--- config.mk ---
export PLATFORM = sky130hd
export DESIGN_NAME = synth_cfg_reg
export DESIGN_NICKNAME = d
export VERILOG_FILES = /design/src/rtl/synth_cfg_pkg.sv /design/src/rtl/cfg_bit_sync.sv /design/src/rtl/cfg_edge_detect.sv /design/src/rtl/cfg_serial_shifter.sv /design/src/rtl/cfg_latch_bank.sv /design/src/rtl/synth_cfg_reg.sv
export SDC_FILE = /design/constraint.sdc
export NUM_CORES = 1
export LEC_CHECK = 0
export CORE_MARGIN = 4
export CORE_UTILIZATION = 35
export DETAILED_ROUTE_END_ITERATION = 16
export GPL_TIMING_DRIVEN = 0
export PLACE_DENSITY = 0.54
export SLEW_MARGIN = 0
export SYNTH_ARGS = -nofsm -noshare
export SYNTH_HDL_FRONTEND = slang
export SYNTH_SLANG_ARGS = --single-unit
export TNS_END_PERCENT = 10
--- constraint.sdc ---
create_clock -name clk -period 1.71 [get_ports clk]
set_clock_uncertainty 0.05 [all_clocks]
set_input_delay 0.342 -clock clk [delete_from_list [all_inputs] [get_ports clk]]
set_output_delay 0.342 -clock clk [all_outputs]
set_load 0.005 [all_outputs]
--- src/rtl/synth_cfg_pkg.sv ---
package synth_cfg_pkg;
  localparam int CFG_M_W    = 9;
  localparam int CFG_N_W    = 2;
  localparam int CFG_T_W    = 3;
  localparam int CFG_WORD_W = CFG_M_W + CFG_N_W + CFG_T_W;
  localparam int CFG_RATIO_W = 1 << CFG_N_W;

  typedef struct packed {
    logic [CFG_T_W-1:0] t;
    logic [CFG_N_W-1:0] n;
    logic [CFG_M_W-1:0] m;
  } cfg_word_t;
endpackage

--- src/rtl/cfg_bit_sync.sv ---
module cfg_bit_sync #(
  parameter int W      = 4,
  parameter int STAGES = 2
) (
  input  logic         clk,
  input  logic         rst_n,
  input  logic [W-1:0] async_i,
  output logic [W-1:0] sync_o
);
  logic [W-1:0] stage_q [STAGES];

  always_ff @(posedge clk or negedge rst_n) begin
    if (!rst_n) begin
      for (int s = 0; s < STAGES; s++) stage_q[s] <= '0;
    end else begin
      stage_q[0] <= async_i;
      for (int s = 1; s < STAGES; s++) stage_q[s] <= stage_q[s-1];
    end
  end

  assign sync_o = stage_q[STAGES-1];
endmodule

--- src/rtl/cfg_edge_detect.sv ---
module cfg_edge_detect #(
  parameter int           W         = 3,
  parameter logic [W-1:0] RISE_MASK = '1
) (
  input  logic         clk,
  input  logic         rst_n,
  input  logic [W-1:0] lvl_i,
  output logic [W-1:0] hit_o
);
  logic [W-1:0] prev_q;

  always_ff @(posedge clk or negedge rst_n) begin
    if (!rst_n) prev_q <= '0;
    else        prev_q <= lvl_i;
  end

  for (genvar i = 0; i < W; i++) begin : g_lane
    if (RISE_MASK[i]) begin : g_rise
      assign hit_o[i] = lvl_i[i] & ~prev_q[i];
    end else begin : g_fall
      assign hit_o[i] = ~lvl_i[i] & prev_q[i];
    end
  end
endmodule

--- src/rtl/cfg_serial_shifter.sv ---
module cfg_serial_shifter
  import synth_cfg_pkg::*;
(
  input  logic                  clk,
  input  logic                  rst_n,
  input  logic                  shift_i,
  input  logic                  bit_i,
  output logic [CFG_WORD_W-1:0] word_o
);
  logic [CFG_WORD_W-1:0] sr_q;

  always_ff @(posedge clk or negedge rst_n) begin
    if (!rst_n)       sr_q <= '0;
    else if (shift_i) sr_q <= {sr_q[CFG_WORD_W-2:0], bit_i};
  end

  assign word_o = sr_q;
endmodule

--- src/rtl/cfg_latch_bank.sv ---
module cfg_latch_bank
  import synth_cfg_pkg::*;
(
  input  logic                   clk,
  input  logic                   rst_n,
  input  logic                   par_hit_i,
  input  logic                   par_lvl_i,
  input  logic                   ser_hit_i,
  input  logic [CFG_M_W-1:0]     par_m_i,
  input  logic [CFG_N_W-1:0]     par_n_i,
  input  logic [CFG_WORD_W-1:0]  ser_word_i,
  output logic [CFG_M_W-1:0]     m_o,
  output logic [CFG_N_W-1:0]     n_o,
  output logic [CFG_T_W-1:0]     t_o,
  output logic [CFG_RATIO_W-1:0] ratio_o
);
  cfg_word_t cur_q, nxt;
  logic [CFG_RATIO_W-1:0] ratio_q, ratio_nxt;
  logic take;

  always_comb begin
    take = 1'b0;
    nxt  = cur_q;
    if (par_hit_i) begin
      take  = 1'b1;
      nxt.m = par_m_i;
      nxt.n = par_n_i;
      nxt.t = '0;
    end else if (ser_hit_i && !par_lvl_i) begin
      take = 1'b1;
      nxt  = cfg_word_t'(ser_word_i);
    end
  end

  always_comb begin
    for (int i = 0; i < CFG_RATIO_W; i++)
      ratio_nxt[i] = (nxt.n == CFG_N_W'(i));
  end

  always_ff @(posedge clk or negedge rst_n) begin
    if (!rst_n) begin
      cur_q.m <= '1;
      cur_q.n <= '1;
      cur_q.t <= '0;
      ratio_q <= {1'b1, {(CFG_RATIO_W-1){1'b0}}};
    end else if (take) begin
      cur_q   <= nxt;
      ratio_q <= ratio_nxt;
    end
  end

  assign m_o     = cur_q.m;
  assign n_o     = cur_q.n;
  assign t_o     = cur_q.t;
  assign ratio_o = ratio_q;
endmodule

--- src/rtl/synth_cfg_reg.sv ---
module synth_cfg_reg
  import synth_cfg_pkg::*;
#(
  parameter int SYNC_STAGES = 2
) (
  input  logic                   clk,
  input  logic                   rst_n,
  input  logic                   sclk_i,
  input  logic                   sdat_i,
  input  logic                   sload_i,
  input  logic                   pload_i,
  input  logic [CFG_M_W-1:0]     pm_i,
  input  logic [CFG_N_W-1:0]     pn_i,
  output logic [CFG_M_W-1:0]     fb_div_o,
  output logic [CFG_N_W-1:0]     post_sel_o,
  output logic [CFG_T_W-1:0]     test_sel_o,
  output logic [CFG_RATIO_W-1:0] post_ratio_o
);
  localparam int LANES = 4;
  localparam int EDGES = 3;

  logic [LANES-1:0]      lvl;
  logic [EDGES-1:0]      hit;
  logic                  sclk_rise, sload_fall, pload_rise, pload_lvl, sdat_lvl;
  logic [CFG_WORD_W-1:0] shift_word;

  cfg_bit_sync #(.W(LANES), .STAGES(SYNC_STAGES)) u_sync (
    .clk     (clk),
    .rst_n   (rst_n),
    .async_i ({pload_i, sload_i, sdat_i, sclk_i}),
    .sync_o  (lvl)
  );

  assign sdat_lvl  = lvl[1];
  assign pload_lvl = lvl[3];

  cfg_edge_detect #(.W(EDGES), .RISE_MASK(3'b101)) u_edge (
    .clk   (clk),
    .rst_n (rst_n),
    .lvl_i ({lvl[3], lvl[2], lvl[0]}),
    .hit_o (hit)
  );

  assign sclk_rise  = hit[0];
  assign sload_fall = hit[1];
  assign pload_rise = hit[2];

  cfg_serial_shifter u_shift (
    .clk     (clk),
    .rst_n   (rst_n),
    .shift_i (sclk_rise),
    .bit_i   (sdat_lvl),
    .word_o  (shift_word)
  );

  cfg_latch_bank u_bank (
    .clk        (clk),
    .rst_n      (rst_n),
    .par_hit_i  (pload_rise),
    .par_lvl_i  (pload_lvl),
    .ser_hit_i  (sload_fall),
    .par_m_i    (pm_i),
    .par_n_i    (pn_i),
    .ser_word_i (shift_word),
    .m_o        (fb_div_o),
    .n_o        (post_sel_o),
    .t_o        (test_sel_o),
    .ratio_o    (post_ratio_o)
  );
endmodule

## Word level (Yosys, flattened, before mapping)

Cells that the tools add are included.

| word-level totals | value |
|---|---|
| bits in registers | 43 |
| memory bits (read-only) | 0 |
| memories | 0 |
| output and inout port bits | 18 |
| memory bits (writable) | 0 |
| latch bits | 0 |

| cells by class | value |
|---|---|
| $mul | 0 |
| equality and inequality tests | 3 |
| $lt $le $gt $ge | 0 |
| multiplexer cells | 4 |
| reductions and logical operators | 5 |
| bitwise gates (word level) | 6 |
| div/mod/pow operators | 0 |
| shift operators | 0 |
| $add $sub $neg | 0 |

Operator list:

| operator | number |
|---|---|
| $mux W14 | 2 |
| $eq A2 B2 Y1 const B | 2 |
| $and A1 B1 Y1 | 3 |
| $not A1 Y1 | 3 |
| $eq A2 B1 Y1 const B | 1 |
| $logic_not A2 Y1 | 1 |
| $mux W1 | 2 |
| $reduce_and A2 Y1 | 1 |
| $reduce_bool A2 Y1 | 1 |
| $logic_and A1 B1 Y1 | 1 |
| $logic_not A1 Y1 | 1 |

## Longest topological paths before layout

Gate-level depths: netlist of run 1.

| logic depth | value |
|---|---|
| depth in word-level cells | 6 |
| gate-level depth with buffers | 5 |
| mapped depth without buffers | 3 |

## Modules after synthesis

A second synthesis of run 1 with hierarchy kept.

| second synthesis, totals | value |
|---|---|
| cell total of the unflattened synthesis | 125 |
| area total of the unflattened synthesis | 1749.2 sq um |

Modules (own cells, without submodules):

| module | cells an instance | seq. area each (sq um) | times used | area an instance (sq um) |
|---|---|---|---|---|
| cfg_latch_bank | 78 | 465.4 | 1 | 883.3 |
| cfg_serial_shifter | 29 | 350.3 | 1 | 519.2 |
| cfg_bit_sync | 12 | 200.2 | 1 | 230.2 |
| cfg_edge_detect | 6 | 75.1 | 1 | 116.4 |

## Worst setup path before layout of run 1

Ideal clock, no wire load.

| path | value |
|---|---|
| path kind | reg-to-reg |
| start point | reg u_sync.stage_q, in the netlist u_sync.sync_o[3] |
| end point | reg u_bank.cur_q, in the netlist u_bank.t_o[0] |
| setup slack | 0.362 ns |
| setup time | 0.117 ns |
| buffers on the path | 2 |
| arrival time | 1.182 ns |
| data required time | 1.543 ns |
| period minus slack after synthesis | 1.348 ns |
| cell stages (with the launch flop) | 6 |
| path through | dfrtp_1 -> or3b_1 -> buf_2 -> buf_6 -> nand3_2 -> nand2_1 |

| on the way | value |
|---|---|
| cells in the longest elaborated chain, start to end | 5 |

Ends and longest elaborated chain:

| element | RTL line | RTL |
|---|---|---|
| start, declared | cfg_bit_sync.sv:10 | `logic [W-1:0] stage_q [STAGES];` |
| $logic_not A1 Y1 | cfg_latch_bank.sv:29 | `end else if (ser_hit_i && !par_lvl_i) begin` |
| $logic_and A1 B1 Y1 | cfg_latch_bank.sv:29 |  |
| $mux W1 | cfg_latch_bank.sv:29 |  |
| $mux W1 | cfg_latch_bank.sv:24 | `if (par_hit_i) begin` |
| $reduce_and A2 Y1 (no source line) | - |  |
| end signal, assigned | cfg_latch_bank.sv:47 | `cur_q <= nxt;` |
| end, declared | cfg_latch_bank.sv:17 | `cfg_word_t cur_q, nxt;` |

Parallel ways exist; a longest one is shown, timed or not.
A chain may end at the register's enable or synchronous reset.

## Worst setup path in the final report of run 1

| path | value |
|---|---|
| start point | reg u_bank.cur_q, in the netlist u_bank.t_o[1] |
| end point | out test_sel_o[1] |

RTL lines:

| element | RTL line | RTL |
|---|---|---|
| end, declared | synth_cfg_reg.sv:16 | `output logic [CFG_T_W-1:0] test_sel_o,` |

No word-level cell between the ends.

==> out/summary.log, run 1 <==
[global_routing] global-route wire length before repair 5620 µm
[final_layout] Final Non-Filler Cells 236
[sta] final critical-path share of the clock period 91.5%
[route] vias after detailed routing 1108
[yosys] Cell Area, Synth 1700 µm²
[yosys] number of instances in the synthesized netlist 124
[sta] setup repair after global routing missed its margin no
[sta] max-slew violation count 0
[placed_design] DP Wirelength 2360 µm
[cts] post-CTS clock slew at the launch and capture registers of the worst setup and hold paths 0.07 ns
[sta] final setup fails 0
[yosys] count of warnings emitted by yosys 0
[die] vertical extent of the die 77.7 µm
[power_and_ir_drop] part of the total power dissipated in sequential elements 55.4%
[yosys] leading cell types by total area after synthesis sky130_fd_sc_hd__dfrtp_1 (46%), sky130_fd_sc_hd__dfstp_2 (19%), sky130_fd_sc_hd__mux2_2 (7.3%)
[die] Top-Level Pins 35
[final_layout] Net count, final 185
[route] ANT nets after route 0
[cts] number of buffers inserted during clock tree synthesis 5
[global_routing] vias in the first global route 1104
[setup_path] data required time at the worst endpoint 1.32 ns
[sta] final number of hold-violating endpoints 0
[power_and_ir_drop] post-layout power 0.00267 W
[global_routing] largest net degree at the start of global routing 28
[yosys] main flop type after synthesis sky130_fd_sc_hd__dfrtp_1
[setup_path] kind of critical path register to output pin
[sta] Post-Route Hold Slack 0.301 ns
[setup_path] Bufs and invs on worst path 1
[yosys] syn_nets 141
[min_path] Hold/Removal Path Class register to register
[final_layout] fill cell instance count of the final layout 449
[yosys] count of flip-flops with a built-in enable after synthesis 0
[sta] worst slew margin relative to its limit 71.0%
[route] initial detailed-routing violation count 49
[status] result of the run finished clean
[route] ratio of routed vias to standard cells 4.69
[final_layout] Area growth, synth to finish 31.9%
[setup_path] maximum cell stage delay along the critical path 0.51 ns
[power_and_ir_drop] internal power summed over all cells 0.00199 W
[cts] H-tree depth 2
[yosys] proportion of register bits with asynchronous set or reset after synthesis 100%
[setup_path] crit path launch type register
[setup_path] largest fanout on the critical path 2
[sta] Highest Clock Rate 0.639 GHz
[setup_path] Slowest-stage cell, CP sky130_fd_sc_hd__clkdlybuf4s50_1
[placed_design] number of I/O port buffers 34
[final_layout] number of antenna repair diodes 0
[global_routing] Tot GR Track Use 12.1%
[route] detailed-route DRC error count 0
[yosys] Seq/Total Area, Yosys 64.3%
[power_and_ir_drop] switching portion of total power 25.3%
[cts] Clk Latency, worst-skew pair 0.29 ns
[yosys] mean cell area of the mapped netlist 13.7 µm²
[placed_design] placed cell count 226
[setup_path] ordered cell list for the critical path clkdlybuf4s50_1
[power_and_ir_drop] net switching power figure 0.000676 W
[yosys] Yosys top cell area share 45.7%
[final_layout] multi-input gate area in the final layout 561 µm²
[route] routed length per instance 13.8 µm
[yosys] library cells used by synthesis 28
[die] initial cell density of the core 35.9%
[cts] CTS tree done
[run] max-capacitance violation count 0
[cts] sink count of the clock tree 43
[sta] worst-margin pin slew 0.435 ns
[route] router iterations before antenna repair 4
[die] core outline area 4720 µm²
[placed_design] GPL Wtd Cong 0.711
[yosys] flop and latch count out of synthesis 43
[power_and_ir_drop] Leak Pwr 0.996 nW
[sta] final critical delay including setup and external delays 1.56 ns
[final_layout] combined flip-flop and latch cell area 1090 µm²
[route] total length of routed wires 3250 µm
[setup_path] Largest delay share family, worst path buffers and inverters
[global_routing] number of antenna violations at the first check in global routing 0
[die] Die X-Extent 77.7 µm
[power_and_ir_drop] part of the total power dissipated in the clock network 25.5%
[setup_path] kind of end point of the critical path output pin
[power_and_ir_drop] fraction of power consumed by combinational cells 19.1%
[die] number of placement rows 25
[yosys] cell accounting for the most synthesized area sky130_fd_sc_hd__dfrtp_1
[power_and_ir_drop] power density over cell area 1190 nW/µm²
[cts] maximum clock path buffer count 2
[final_layout] share of final-layout standard cells stronger than drive strength 1 32.0%
[power_and_ir_drop] Max VDD drop 536 µV
[global_routing] GR Overflow Total 0
[setup_path] Crit path arrival time 1.17 ns
[cts] Clock Tree Root sky130_fd_sc_hd__clkbuf_8
[die] area of the die 6030 µm²
==> layer usage <==
| metal | global-route usage (%) | routed length (µm) | vias up |
|---|---|---|---|
| met3 | 4.41 | 165 | 6 |
| li1 | - | - | 525 |
| met1 | 15.4 | 1430 | 554 |
| met4 | 4.80 | 53 | 0 |
| met5 | 0 | 0 | - |
| met2 | 18.7 | 1590 | 23 |
==> cell usage after synthesis (2+ instances only) <==
cell type,instances
sky130_fd_sc_hd__a21oi_1,2
sky130_fd_sc_hd__a22oi_1,10
sky130_fd_sc_hd__buf_2,6
sky130_fd_sc_hd__dfrtp_1,31
sky130_fd_sc_hd__dfstp_2,12
sky130_fd_sc_hd__mux2_1,3
sky130_fd_sc_hd__mux2_2,11
sky130_fd_sc_hd__nand2_1,15
sky130_fd_sc_hd__nand3_1,3
sky130_fd_sc_hd__nand3_2,10
sky130_fd_sc_hd__nor3_1,3
sky130_fd_sc_hd__o21ai_0,2
==> timing repair <==
item                                    4_1_cts  5_1_grt
hold buffers                                  1        0
resized for setup                            12        0
hold endpoints to repair                      8        0
setup buffers                                 1        0
endpoints found under the setup margin       12        0
==> logic make-up after synthesis <==
kind of cell / count (synthesis) / synth area share (%)
simple gates: 40 / 15.7
compound gates: 19 / 8.03
flops: 43 / 64.3
buf+inv: 8 / 2.73
mux: 14 / 9.29
==> per-stage QoR <==
step / TNS (ns) / utilization, % / instance area, µm² / worst slack, ns
6_report: 0 / 47.4 / 2240 / 0.145
5_1_grt: 0 / 47.4 / 2240 / 0.0808
4_1_cts: 0 / 47.4 / 2240 / 0.127
3_5_place_dp: 0 / 45.2 / 2140 / 0.205
3_3_place_gp: -28.88 / 44.9 / 2120 / -0.787
2_1_floorplan: 0 / - / 1700 / 0.362
==> cell type report <==
class / count / share of cell area (%)
well taps: 67 / 3.74
multi-input cells: 73 / 25.0
plain buffers: 8 / 2.07
repair buffers: 37 / 16.0
clock buffers: 8 / 4.47
flip-flops and latches: 43 / 48.7
==> final timing paths <==
| kind | slack [ns] | startpoint | cells after the start | endpoint |
|---|---|---|---|---|
| setup / recovery | 0.15 | u_bank.t_o[1] | 1 | test_sel_o[1] |
| hold / removal | 0.30 | u_sync.stage_q[5] | 0 | u_sync.sync_o[1] |
| setup reg to reg | 0.19 | u_sync.sync_o[3] | 4 | u_bank.m_o[7] |
| hold reg to reg | 0.30 | u_sync.stage_q[5] | 0 | u_sync.sync_o[1] |
| max in group asynchronous | 0.60 | rst_n | 3 | u_bank.m_o[8] |
| min in group asynchronous | 0.46 | rst_n | 2 | u_bank.t_o[1] |
==> registers in the layout, summed over array words and instances, names as in the netlist <==
register / cells
u_bank.n_o: 2
u_sync.sync_o: 4
u_shift.word_o: 14
u_edge.prev_q: 3
u_bank.m_o: 9
u_bank.t_o: 3
u_bank.ratio_o: 4
u_sync.stage_q: 4
==> power groups by stage <==
stage	registers [W]	logic, W	clock network (W)
2_1_floorplan	0.00146	0.000263	0
3_3_place_gp	0.00149	0.000539	0
3_5_place_dp	0.00151	0.000552	0
4_1_cts	0.00148	0.000521	0.000716
5_1_grt	0.00153	0.000563	0.000764
6_report	0.00148	0.000509	0.000681
==> layout by cell type (no fill, tap or decap) <==
| master | instances |
|---|---|
| sky130_fd_sc_hd__dfrtp_1 | 31 |
| sky130_fd_sc_hd__clkdlybuf4s50_1 | 21 |
| sky130_fd_sc_hd__nand2_1 | 15 |
| sky130_fd_sc_hd__dlygate4sd2_1 | 12 |
| sky130_fd_sc_hd__dfstp_2 | 12 |
| sky130_fd_sc_hd__mux2_2 | 11 |
| sky130_fd_sc_hd__a22oi_1 | 10 |
| sky130_fd_sc_hd__nand3_2 | 10 |
| sky130_fd_sc_hd__buf_2 | 7 |
| sky130_fd_sc_hd__clkbuf_8 | 7 |
| sky130_fd_sc_hd__mux2_1 | 3 |
| sky130_fd_sc_hd__nor3_1 | 3 |
| sky130_fd_sc_hd__nand3_1 | 3 |
| sky130_fd_sc_hd__a21oi_1 | 2 |
| sky130_fd_sc_hd__o21ai_0 | 2 |
| sky130_fd_sc_hd__nor2b_1 | 1 |
| sky130_fd_sc_hd__nand2b_1 | 1 |
| sky130_fd_sc_hd__clkbuf_2 | 1 |
| sky130_fd_sc_hd__nor4bb_1 | 1 |
| sky130_fd_sc_hd__nor3b_4 | 1 |
| sky130_fd_sc_hd__nand3b_1 | 1 |
| sky130_fd_sc_hd__o21ai_1 | 1 |
| sky130_fd_sc_hd__nor2b_2 | 1 |
| sky130_fd_sc_hd__or4b_1 | 1 |
| sky130_fd_sc_hd__o21ai_2 | 1 |
| sky130_fd_sc_hd__a22o_1 | 1 |
| sky130_fd_sc_hd__o211a_1 | 1 |
| sky130_fd_sc_hd__or3b_1 | 1 |
| sky130_fd_sc_hd__buf_6 | 1 |
| sky130_fd_sc_hd__nor2_1 | 1 |
| sky130_fd_sc_hd__a31o_1 | 1 |
| sky130_fd_sc_hd__clkbuf_1 | 1 |
| sky130_fd_sc_hd__dlygate4sd3_1 | 1 |
| sky130_fd_sc_hd__buf_12 | 1 |
| sky130_fd_sc_hd__buf_4 | 1 |
No activity file was read; power rests on OpenSTA's default activity.
==> run 2, diff against run 1 <==
--- a/config.mk
+++ b/config.mk
@@ -5,7 +5,7 @@
 export SDC_FILE = /design/constraint.sdc
 export NUM_CORES = 1
 export LEC_CHECK = 0
-export CORE_MARGIN = 4
+export CORE_MARGIN = 2
 export CORE_UTILIZATION = 35
 export DETAILED_ROUTE_END_ITERATION = 16
 export GPL_TIMING_DRIVEN = 0
==> run 2 against run 1 <==
Effect of this change:
- die area is 10% lower
- utilization fell by 0.62 points
- via count down 0.90%
- worst setup slack improved by 0.0073 ns
- count of clock-buffer cells in the layout unchanged
- non-clock buffer count down 1
- fmax up 0.47%
- largest cell class unchanged
- hold slack got worse by 0.0019 ns
==> out/summary.log, run 2 (synthesis gave the netlist of run 1 again) <==
[die] vertical extent of the die 73.7 µm [was 77.7 µm]
[power_and_ir_drop] fraction of power consumed by combinational cells 19.7% [was 19.1%]
[setup_path] Slowest-stage cell, CP sky130_fd_sc_hd__clkdlybuf4s50_1 [unchanged]
[power_and_ir_drop] part of the total power dissipated in sequential elements 57.0% [was 55.4%]
[die] Die X-Extent 73.7 µm [was 77.7 µm]
[power_and_ir_drop] Leak Pwr 0.979 nW [was 0.996 nW]
[route] routed length per instance 14.6 µm [was 13.8 µm]
[cts] post-CTS clock slew at the launch and capture registers of the worst setup and hold paths 0.08 ns [was 0.07 ns]
[sta] max-slew violation count 0 [unchanged]
[cts] sink count of the clock tree 43 [unchanged]
[status] result of the run finished clean [unchanged]
[power_and_ir_drop] power density over cell area 1180 nW/µm² [was 1190 nW/µm²]
[power_and_ir_drop] net switching power figure 0.000674 W [was 0.000676 W]
[power_and_ir_drop] internal power summed over all cells 0.00191 W [was 0.00199 W]
[placed_design] DP Wirelength 2330 µm [was 2360 µm]
[setup_path] kind of end point of the critical path output pin [unchanged]
[setup_path] Largest delay share family, worst path buffers and inverters [unchanged]
[route] ratio of routed vias to standard cells 4.95 [was 4.69]
[final_layout] most common cell after layout, fill and taps aside sky130_fd_sc_hd__dfrtp_1 [unchanged]
[global_routing] vias in the first global route 1086 [was 1104]
[route] ANT nets after route 0 [unchanged]
[cts] maximum clock path buffer count 2 [unchanged]
[global_routing] Tot GR Track Use 13.5% [was 12.1%]
[global_routing] largest net degree at the start of global routing 32 [was 28]
[power_and_ir_drop] Max VDD drop 598 µV [was 536 µV]
[placed_design] GPL Wtd Cong 0.804 [was 0.711]
[setup_path] Crit path arrival time 1.17 ns [about the same]
[sta] setup repair after global routing missed its margin no [unchanged]
[setup_path] kind of critical path register to output pin [unchanged]
[sta] Post-Route Hold Slack 0.299 ns [was 0.301 ns]
[cts] H-tree depth 2 [unchanged]
[sta] Highest Clock Rate 0.642 GHz [was 0.639 GHz]
[route] vias after detailed routing 1098 [was 1108]
[die] number of placement rows 25 [unchanged]
[sta] final critical-path share of the clock period 91.1% [was 91.5%]
[final_layout] most used cells in the layout excluding fill and tap cells sky130_fd_sc_hd__dfrtp_1 (31), sky130_fd_sc_hd__clkdlybuf4s50_1 (21), sky130_fd_sc_hd__nand2_1 (15) [unchanged]
[route] detailed-route DRC error count 0 [unchanged]
[power_and_ir_drop] switching portion of total power 26.1% [was 25.3%]
[cts] Clk Latency, worst-skew pair 0.29 ns [about the same]
[final_layout] fill cell instance count of the final layout 423 [was 449]
[sta] final setup fails 0 [unchanged]
[run] max-capacitance violation count 0 [unchanged]
[placed_design] number of I/O port buffers 34 [unchanged]
[final_layout] cell area after layout 2200 µm² [was 2240 µm²]
[min_path] Hold/Removal Path Class register to register [unchanged]
[final_layout] Area growth, synth to finish 29.3% [was 31.9%]
[die] core outline area 4690 µm² [was 4720 µm²]
[setup_path] maximum cell stage delay along the critical path 0.50 ns [was 0.51 ns]
[global_routing] number of antenna violations at the first check in global routing 0 [unchanged]
[sta] worst-margin pin slew 0.414 ns [was 0.435 ns]
[global_routing] global-route wire length before repair 5410 µm [was 5620 µm]
[power_and_ir_drop] part of the total power dissipated in the clock network 23.3% [was 25.5%]
[route] router iterations before antenna repair 4 [unchanged]
[final_layout] number of antenna repair diodes 0 [unchanged]
[cts] Clock Tree Root sky130_fd_sc_hd__clkbuf_8 [unchanged]
[cts] CTS tree done [unchanged]
[setup_path] Bufs and invs on worst path 1 [unchanged]
[die] Top-Level Pins 35 [unchanged]
[die] area of the die 5420 µm² [was 6030 µm²]
[final_layout] Net count, final 184 [was 185]
[setup_path] ordered cell list for the critical path clkdlybuf4s50_1 [unchanged]
[final_layout] share of final-layout standard cells stronger than drive strength 1 30.4% [was 32.0%]
[cts] number of buffers inserted during clock tree synthesis 5 [unchanged]
[setup_path] largest fanout on the critical path 2 [unchanged]
[sta] final critical delay including setup and external delays 1.56 ns [about the same]
[setup_path] crit path launch type register [unchanged]
[sta] worst slew margin relative to its limit 72.3% [was 71.0%]
[power_and_ir_drop] post-layout power 0.00259 W [was 0.00267 W]
[final_layout] post-layout util 46.8% [was 47.4%]
[setup_path] data required time at the worst endpoint 1.32 ns [about the same]
[route] total length of routed wires 3250 µm [about the same]
[die] initial cell density of the core 36.2% [was 35.9%]
[final_layout] number of flip-flops in the largest register 14 [unchanged]
[route] initial detailed-routing violation count 59 [was 49]
[global_routing] GR Overflow Total 0 [unchanged]
[sta] final number of hold-violating endpoints 0 [unchanged]
[placed_design] placed standard-cell area 2120 µm² [was 2140 µm²]
run 2: through the flow:
stage               setup WS, ns  std cells  TNS [ns]
finish                     0.153        222         0
global route              0.0889        222         0
CTS                        0.137        222         0
detailed placement         0.210        213         0
global placement          -0.771        212    -28.29
floorplan                  0.362        124         0
run 2: power groups by stage:
stage               clock network [W]  logic, W  registers [W]
finish                       0.000602  0.000510        0.00147
global route                 0.000685  0.000565        0.00151
CTS                          0.000626  0.000523        0.00148
detailed placement                  0  0.000560        0.00150
global placement                    0  0.000538        0.00149
floorplan                           0  0.000263        0.00146
run 2: worst paths after layout:
| kind | end | slack [ns] | depth (start not counted) | start |
|---|---|---|---|---|
| worst max-delay path | test_sel_o[1] | 0.15 | 1 | u_bank.t_o[1] |
| worst min-delay path | u_sync.sync_o[1] | 0.30 | 0 | u_sync.stage_q[5] |
| worst max register to register | u_bank.m_o[4] | 0.21 | 4 | u_sync.sync_o[3] |
| worst min register to register | u_sync.sync_o[1] | 0.30 | 0 | u_sync.stage_q[5] |
| max in group asynchronous | u_bank.m_o[8] | 0.66 | 3 | rst_n |
| min in group asynchronous | u_shift.word_o[4] | 0.42 | 2 | rst_n |
run 2: timing repair:
item / 4_1_cts / 5_1_grt
setup endpoints to repair: 12 / 0
endpoints found under the hold margin: 4 / 0
buffers inserted: 0 / 0
gates resized for setup: 12 / 0
hold buffers: 1 / 0
run 2: cell type report:
class	instances	area, µm²	area share, %
clock buffers	8	80.1	3.65
plain buffers	8	46.3	2.11
multi-input cells	73	561	25.5
repair buffers	36	350	16.0
flip-flops and latches	43	1090	49.7
well taps	54	67.6	3.08
run 2: per-layer routing:
metal	global-route usage (%)	routed length [µm]	vias up
met5	0	0	-
met4	4.85	49	0
met3	4.80	138	6
met2	19.2	1530	21
met1	18.9	1530	545
li1	-	-	526
==> run 3, diff against run 2 <==
--- a/config.mk
+++ b/config.mk
@@ -5,6 +5,7 @@
 export SDC_FILE = /design/constraint.sdc
 export NUM_CORES = 1
 export LEC_CHECK = 0
+export CAP_MARGIN = 15
 export CORE_MARGIN = 2
 export CORE_UTILIZATION = 35
 export DETAILED_ROUTE_END_ITERATION = 16
==> results of run 3 <==
No change in the layout: final DEF, timing and power equal those of run 2.
